## config.mk

```make
export PLATFORM = sky130hd
export DESIGN_NAME = idle_bufrst_ctrl
export DESIGN_NICKNAME = d
export VERILOG_FILES = /design/src/rtl/idle_bufrst_pkg.sv /design/src/rtl/persist_timer.sv /design/src/rtl/hyst_state.sv /design/src/rtl/idle_bufrst_ctrl.sv
export SDC_FILE = /design/constraint.sdc
export NUM_CORES = 1
export LEC_CHECK = 0
export ABC_AREA = 1
export BUFFER_PORTS_ARGS = -buffer_cell sky130_fd_sc_hd__buf_4
export CAP_MARGIN = 20
export CORE_AREA = 5 5 42 44
export CTS_BUF_LIST = sky130_fd_sc_hd__clkbuf_8
export DETAILED_ROUTE_END_ITERATION = 8
export DIE_AREA = 0 0 47 49
export GPL_TIMING_DRIVEN = 0
export PLACE_DENSITY = 0.72
export SLEW_MARGIN = 20
export SYNTH_ARGS = -nofsm -noshare
export SYNTH_HDL_FRONTEND = slang
export SYNTH_SLANG_ARGS = --single-unit
```

## constraint.sdc

```tcl
create_clock -name clk -period 2 [get_ports clk]
set_input_delay 0.3 -clock clk [delete_from_list [all_inputs] [get_ports clk]]
set_output_delay 0.3 -clock clk [all_outputs]
set_load 0.05 [all_outputs]
```

## src/rtl/idle_bufrst_pkg.sv

```systemverilog
`timescale 1ns/1ps
package idle_bufrst_pkg;

  // A programmed length of zero still demands one cycle of persistence.
  function automatic int unsigned eff_len(input int unsigned thr);
    return (thr == 0) ? 1 : thr;
  endfunction

  // True when the cycle now sampled completes a run: 'done' cycles were
  // already seen, and this cycle is one more.
  function automatic logic run_complete(input int unsigned done,
                                        input int unsigned thr);
    return (done + 1) >= eff_len(thr);
  endfunction

endpackage

```

## src/rtl/persist_timer.sv

```systemverilog
`timescale 1ns/1ps
module persist_timer
  import idle_bufrst_pkg::*;
#(
  parameter int CW = 4
) (
  input  logic          clk,
  input  logic          rst,
  input  logic          enable,
  input  logic          cond,
  input  logic [CW-1:0] thr,
  output logic          expire,
  output logic [CW-1:0] cnt_o
);

  logic [CW-1:0] cnt_q;
  logic          counting;

  assign counting = enable && cond;
  assign expire   = counting && run_complete(32'(cnt_q), 32'(thr));
  assign cnt_o    = cnt_q;

  always_ff @(posedge clk) begin
    if (rst) begin
      cnt_q <= '0;
    end else if (!counting || expire) begin
      cnt_q <= '0;
    end else begin
      cnt_q <= cnt_q + CW'(1);
    end
  end

endmodule

```

## src/rtl/hyst_state.sv

```systemverilog
`timescale 1ns/1ps
module hyst_state (
  input  logic clk,
  input  logic rst,
  input  logic set_ev,
  input  logic clr_ev,
  output logic q
);

  always_ff @(posedge clk) begin
    if (rst) begin
      q <= 1'b0;
    end else if (set_ev) begin
      q <= 1'b1;
    end else if (clr_ev) begin
      q <= 1'b0;
    end
  end

endmodule

```

## src/rtl/idle_bufrst_ctrl.sv

```systemverilog
`timescale 1ns/1ps
module idle_bufrst_ctrl #(
  parameter int LEN_W = 4
) (
  input  logic             clk,
  input  logic             rst,
  input  logic             line_idle,
  input  logic [LEN_W-1:0] arm_len,
  input  logic [LEN_W-1:0] release_len,
  output logic             buf_rst
);

  // Named internal events for the checker.
  logic             set_ev;
  logic             clr_ev;
  logic [LEN_W-1:0] set_cnt;
  logic [LEN_W-1:0] clr_cnt;

  // Idle run: timed only while the buffer is running.
  persist_timer #(.CW(LEN_W)) idle_run_i (
    .clk    (clk),
    .rst    (rst),
    .enable (!buf_rst),
    .cond   (line_idle),
    .thr    (arm_len),
    .expire (set_ev),
    .cnt_o  (set_cnt)
  );

  // Good-data run: timed only while the buffer is held in reset.
  persist_timer #(.CW(LEN_W)) good_run_i (
    .clk    (clk),
    .rst    (rst),
    .enable (buf_rst),
    .cond   (!line_idle),
    .thr    (release_len),
    .expire (clr_ev),
    .cnt_o  (clr_cnt)
  );

  hyst_state state_i (
    .clk    (clk),
    .rst    (rst),
    .set_ev (set_ev),
    .clr_ev (clr_ev),
    .q      (buf_rst)
  );

endmodule

```

Word level (Yosys, flattened, before mapping)
Index checks and enable logic that the tools add are counted.
{"block": "totals", "output_inout_bits": 1, "memories": 0, "latch_bits": 0, "ff_bits": 9, "rom_bits": 0, "ram_bits": 0}
{"block": "op_classes", "magnitude_cmp": 2, "n_shift": 0, "n_addsub": 4, "reduce_logical": 15, "eq_ne": 0, "mux": 4, "n_div": 0, "n_bitwise": 0, "multipliers": 0}
{"op": "32-bit greater-or-equal comparator", "n": 2}
{"op": "4-bit by 1-bit adder with 5-bit output (second input constant)", "n": 2}
{"op": "4-bit by 1-bit adder with 4-bit output (second input constant)", "n": 2}
{"op": "4-bit logical NOT", "n": 2}
{"op": "4-bit two-way mux", "n": 2}
{"op": "1-bit logical AND", "n": 4}
{"op": "1-bit logical NOT", "n": 4}
{"op": "2-bit OR reduction", "n": 2}
{"op": "1-bit logical OR", "n": 2}
{"op": "1-bit two-way mux", "n": 2}
{"op": "2-bit nonzero test", "n": 1}

Depth between registers and ports, before layout
{"block": "logic_depth", "depth_word": 6, "mapped_depth": 12}

Modules after synthesis
A second synthesis with hierarchy kept.
{"block": "hier_totals", "hier_cells": 85, "area_unflattened_um2": 610.6}
{"mod": "persist_timer", "instances": 2, "cells_per_inst": 39, "area_per_inst_um2": 281.5}
{"mod": "hyst_state", "instances": 1, "cells_per_inst": 5, "area_per_inst_um2": 40.0}
{"mod": "idle_bufrst_ctrl", "instances": 1, "cells_per_inst": 2, "area_per_inst_um2": 7.5}

Worst setup path before layout
No wires, ideal clock.
{"block": "synth_timing", "path_type": "register to register", "startpoint": "register good_run_i.cnt_q[0], in the netlist good_run_i.cnt_o[0]", "endpoint": "register good_run_i.cnt_q[0], in the netlist good_run_i.cnt_o[0]", "t_arrival_ps": 1425, "slack_ps": 509, "stages_incl_launch_ff": 8, "period_less_slack_ps": 1491, "path_buffers": 0, "setup_ps": 66, "required_ps": 1934, "path_cell_list": "dfxtp_1 > nand3_1 > xor2_1 > ha_1 > a21oi_2 > and2_4 > nand4_4 > nor2_2"}
{"block": "synth_via", "elab_chain_cells": 5}
{"element": "start, declared", "line": "persist_timer.sv:16", "rtl": "logic [CW-1:0] cnt_q;"}
{"element": "start signal, assigned", "line": "persist_timer.sv:29", "rtl": "cnt_q <= cnt_q + CW'(1);"}
{"element": "4-bit by 1-bit adder with 5-bit output", "line": "idle_bufrst_pkg.sv:13", "rtl": "return (done + 1) >= eff_len(thr);"}
{"element": "32-bit greater-or-equal comparator", "line": "idle_bufrst_pkg.sv:13"}
{"element": "1-bit logical AND", "line": "persist_timer.sv:20", "rtl": "assign expire = counting && run_complete(32'(cnt_q), 32'(thr));"}
{"element": "1-bit logical OR", "line": "persist_timer.sv:26", "rtl": "end else if (!counting || expire) begin"}
{"element": "2-bit OR reduction (no source line)"}
Parallel ways exist; a longest one is shown, timed or not.
A chain may end at the register's enable or synchronous reset.

Final worst setup path
{"block": "layout_timing", "startpoint": "register idle_run_i.cnt_q[0], in the netlist idle_run_i.cnt_o[0]", "endpoint": "register idle_run_i.cnt_q[3], in the netlist idle_run_i.cnt_o[3]"}
{"block": "layout_via", "elab_chain_cells": 5}
{"element": "start, declared", "line": "persist_timer.sv:16"}
{"element": "start signal, assigned", "line": "persist_timer.sv:29"}
{"element": "4-bit by 1-bit adder with 5-bit output", "line": "idle_bufrst_pkg.sv:13"}
{"element": "32-bit greater-or-equal comparator", "line": "idle_bufrst_pkg.sv:13"}
{"element": "1-bit logical AND", "line": "persist_timer.sv:20"}
{"element": "1-bit logical OR", "line": "persist_timer.sv:26"}
{"element": "2-bit OR reduction (no source line)"}
Parallel ways exist; a longest one is shown, timed or not.

==> results.json <==
{
  "drtIter0Drc": 6,
  "synthesis.nets": 107,
  "synth_area_leaders": "dfxtp_1 28%, ha_1 19%, inv_1 12%",
  "synth_cells": 86,
  "startpoint_type": "flip-flop",
  "syn_avg_cell_area_um2": 7.54,
  "tightest_slew_ps": 236,
  "multi_input_area_um2": 382,
  "slew_headroom_pct": 84.2,
  "cts_sinks": 9,
  "cts_buffer_depth": 2,
  "drv_cap": 0,
  "seqPwrFrac_pct": 40.6,
  "cts-resized-gates": 0,
  "hold_buffers": 0,
  "chipHeight_um": 49,
  "die_w_um": 47,
  "final_antenna_net_count": 0,
  "die-area_um2": 2300,
  "portBuffers": 11,
  "power.density_nw_per_um2": 591,
  "vdd_drop_max_mv": 0.506,
  "clkTransAtPathRegs_ps": 40,
  "grt_max_degree": 6,
  "gp_congestion": 0.713,
  "cts_buffers": 3,
  "routedWlPerCell_um": 9.27,
  "cts-root-buf": "clkbuf_8",
  "drc": 0,
  "path_class": "reg2reg",
  "antenna_found_initial": 0,
  "worstPathCellList": "nand3_1 > xor2_1 > ha_1 > nand2_1 > nand2_1 > nor2_1 > nand4_1 > nor2_1",
  "hold_viol": 0,
  "htreeDepth": 1,
  "drv_slew": 0,
  "yosys_warnings": 0,
  "ys_ff_latch": 9,
  "p_int_mw": 0.354,
  "rsz0062_at_grt": "false",
  "power.leakage_nw": 0.431,
  "p_sw_share_pct": 24.6,
  "critPathMaxFanout": 4,
  "synthDistinctLibCells": 17,
  "cts_tree": "yes",
  "dr.pass1.iters": 3,
  "yosysSeqAreaShare_pct": 27.8,
  "initial_core_util_pct": 46.3,
  "area_delta_synth_final_pct": 22.8,
  "rows": 14,
  "grt.overflow.total": 0,
  "critPathTopFamily": "simple AND/OR/NAND/NOR gates",
  "track_usage_pct": 11.5,
  "io_pins": 12,
  "switchingPower_mw": 0.116,
  "power_frac_clock_pct": 43.4,
  "holdWs_ps": 319,
  "grt_pass1_vias": 502,
  "vias": 536,
  "min_period_over_period_pct": 83.4,
  "fin_worst_skew_ps": 3.03,
  "cts_setup_buffers": 0,
  "crit_required_ps": 2160,
  "min_path_type": "in2reg",
  "fillers": 134,
  "core-area_um2": 1400,
  "layout.nets": 123,
  "final_cell_mix": "22 x inv_1, 14 x nand2_1, 11 x buf_4, 10 x ha_1, 9 x dfxtp_1",
  "yosysTopAreaCell": "dfxtp_1",
  "viasPerCell": 4.58,
  "regArea_um2": 180,
  "antennaDiodeCount": 0,
  "crit_buf_inv": 0,
  "drive_gt1_share_pct": 26.7,
  "finalSetupViolCount": 0,
  "wl_mm": 1.09,
  "final_common_cell": "inv_1",
  "comb_power_share_pct": 16.0,
  "synth_area_um2": 648,
  "slowest_delay_ps": 370,
  "cp.arrival_ps": 1830,
  "fmax_ghz": 0.599,
  "yosysTopAreaCellShare_pct": 27.8,
  "grt_pass1_wl_mm": 1.91,
  "dp.final_hpwl_um": 965,
  "cp-end-kind": "flip-flop",
  "fin_crit_ps": 1670,
  "slowest_stage": "dfxtp_1",
  "tns_ps": 0,
  "status": "completed",
  "worstSkewPairLatency_ps": 230
}
==> logic make-up after synthesis <==
kind of cell	after synthesis	share of synthesized area, %
AND/OR/NAND/NOR	36	29.3
buffers and inverters	23	13.3
adder cells (fa/ha/maj)	10	19.3
flip-flops	9	27.8
AO/OA/AOI/OAI	4	4.83
XOR/XNOR	4	5.40
==> sequential cells by signal, summed over array words and instances (netlist names) <==
name and count:
idle_run_i.cnt_o 4, state_i.q 1, good_run_i.cnt_o 4
==> synthesized netlist by cell type (all sizes together) <==
| cell type | n |
|---|---|
| inv | 23 |
| nand2 | 15 |
| nor2 | 12 |
| ha | 10 |
| dfxtp | 9 |
| nand3 | 5 |
| xor2 | 4 |
| a21oi | 2 |
| a31o | 2 |
| nand4 | 2 |
| and2 | 1 |
| nor3 | 1 |
==> per-layer routing <==
| layer | vias up | part of all wire [%] | global-route usage (%) | routed length, um |
|---|---|---|---|---|
| met4 | 0 | 0 | 4.15 | 0 |
| met5 | - | 0 | 0 | 0 |
| li1 | 292 | - | - | - |
| met1 | 238 | 44 | 13.8 | 473 |
| met2 | 6 | 52 | 17.4 | 566 |
| met3 | 0 | 4.1 | 5.54 | 44 |
==> power by group through the flow <==
stage	clock network (mW)	logic, mW	registers [mW]
final	0.204	0.0753	0.191
after global placement	0	0.0734	0.194
after global routing	0.225	0.0874	0.191
after CTS	0.212	0.0767	0.191
after floorplan	0	0.0443	0.199
after detailed placement	0	0.0764	0.194
==> per-stage QoR <==
stage          std cells  worst slack (ps)  power [mW]  utilization [%]  cell area [um^2]
4_1_cts              117               324       0.479             56.8               796
2_1_floorplan         86               509       0.243                -               648
5_1_grt              117               164       0.503             56.8               796
3_5_place_dp         113               330       0.270             53.6               751
3_3_place_gp         113               364       0.267             53.6               751
6_report             117               332       0.470             56.8               796
==> worst register-to-register path, cell delays in order, from the launching register on <==
cell	delay, ps
dfxtp_1	370
nand3_1	100
xor2_1	230
ha_1	290
nand2_1	60
nand2_1	50
nor2_1	170
nand4_1	190
nor2_1	130
==> area by class of cell <==
type | count | area share [%]
tap | 16 | 2.52
inverter | 23 | 10.8
clock buffer | 3 | 5.19
clock inverter | 1 | 0.472
timing repair buffer | 11 | 10.4
multi-input combinational | 54 | 48.0
sequential | 9 | 22.6
==> final timing paths <==
check	from	endpoint	slack (ps)	cells after the start
max reg2reg	idle_run_i.cnt_o[0]	idle_run_i.cnt_o[3]	330	8
max	idle_run_i.cnt_o[0]	idle_run_i.cnt_o[3]	330	8
min	line_idle	state_i.q	320	3
min reg2reg	idle_run_i.cnt_o[0]	idle_run_i.cnt_o[0]	470	1
Power figures use the tool's default switching activity.
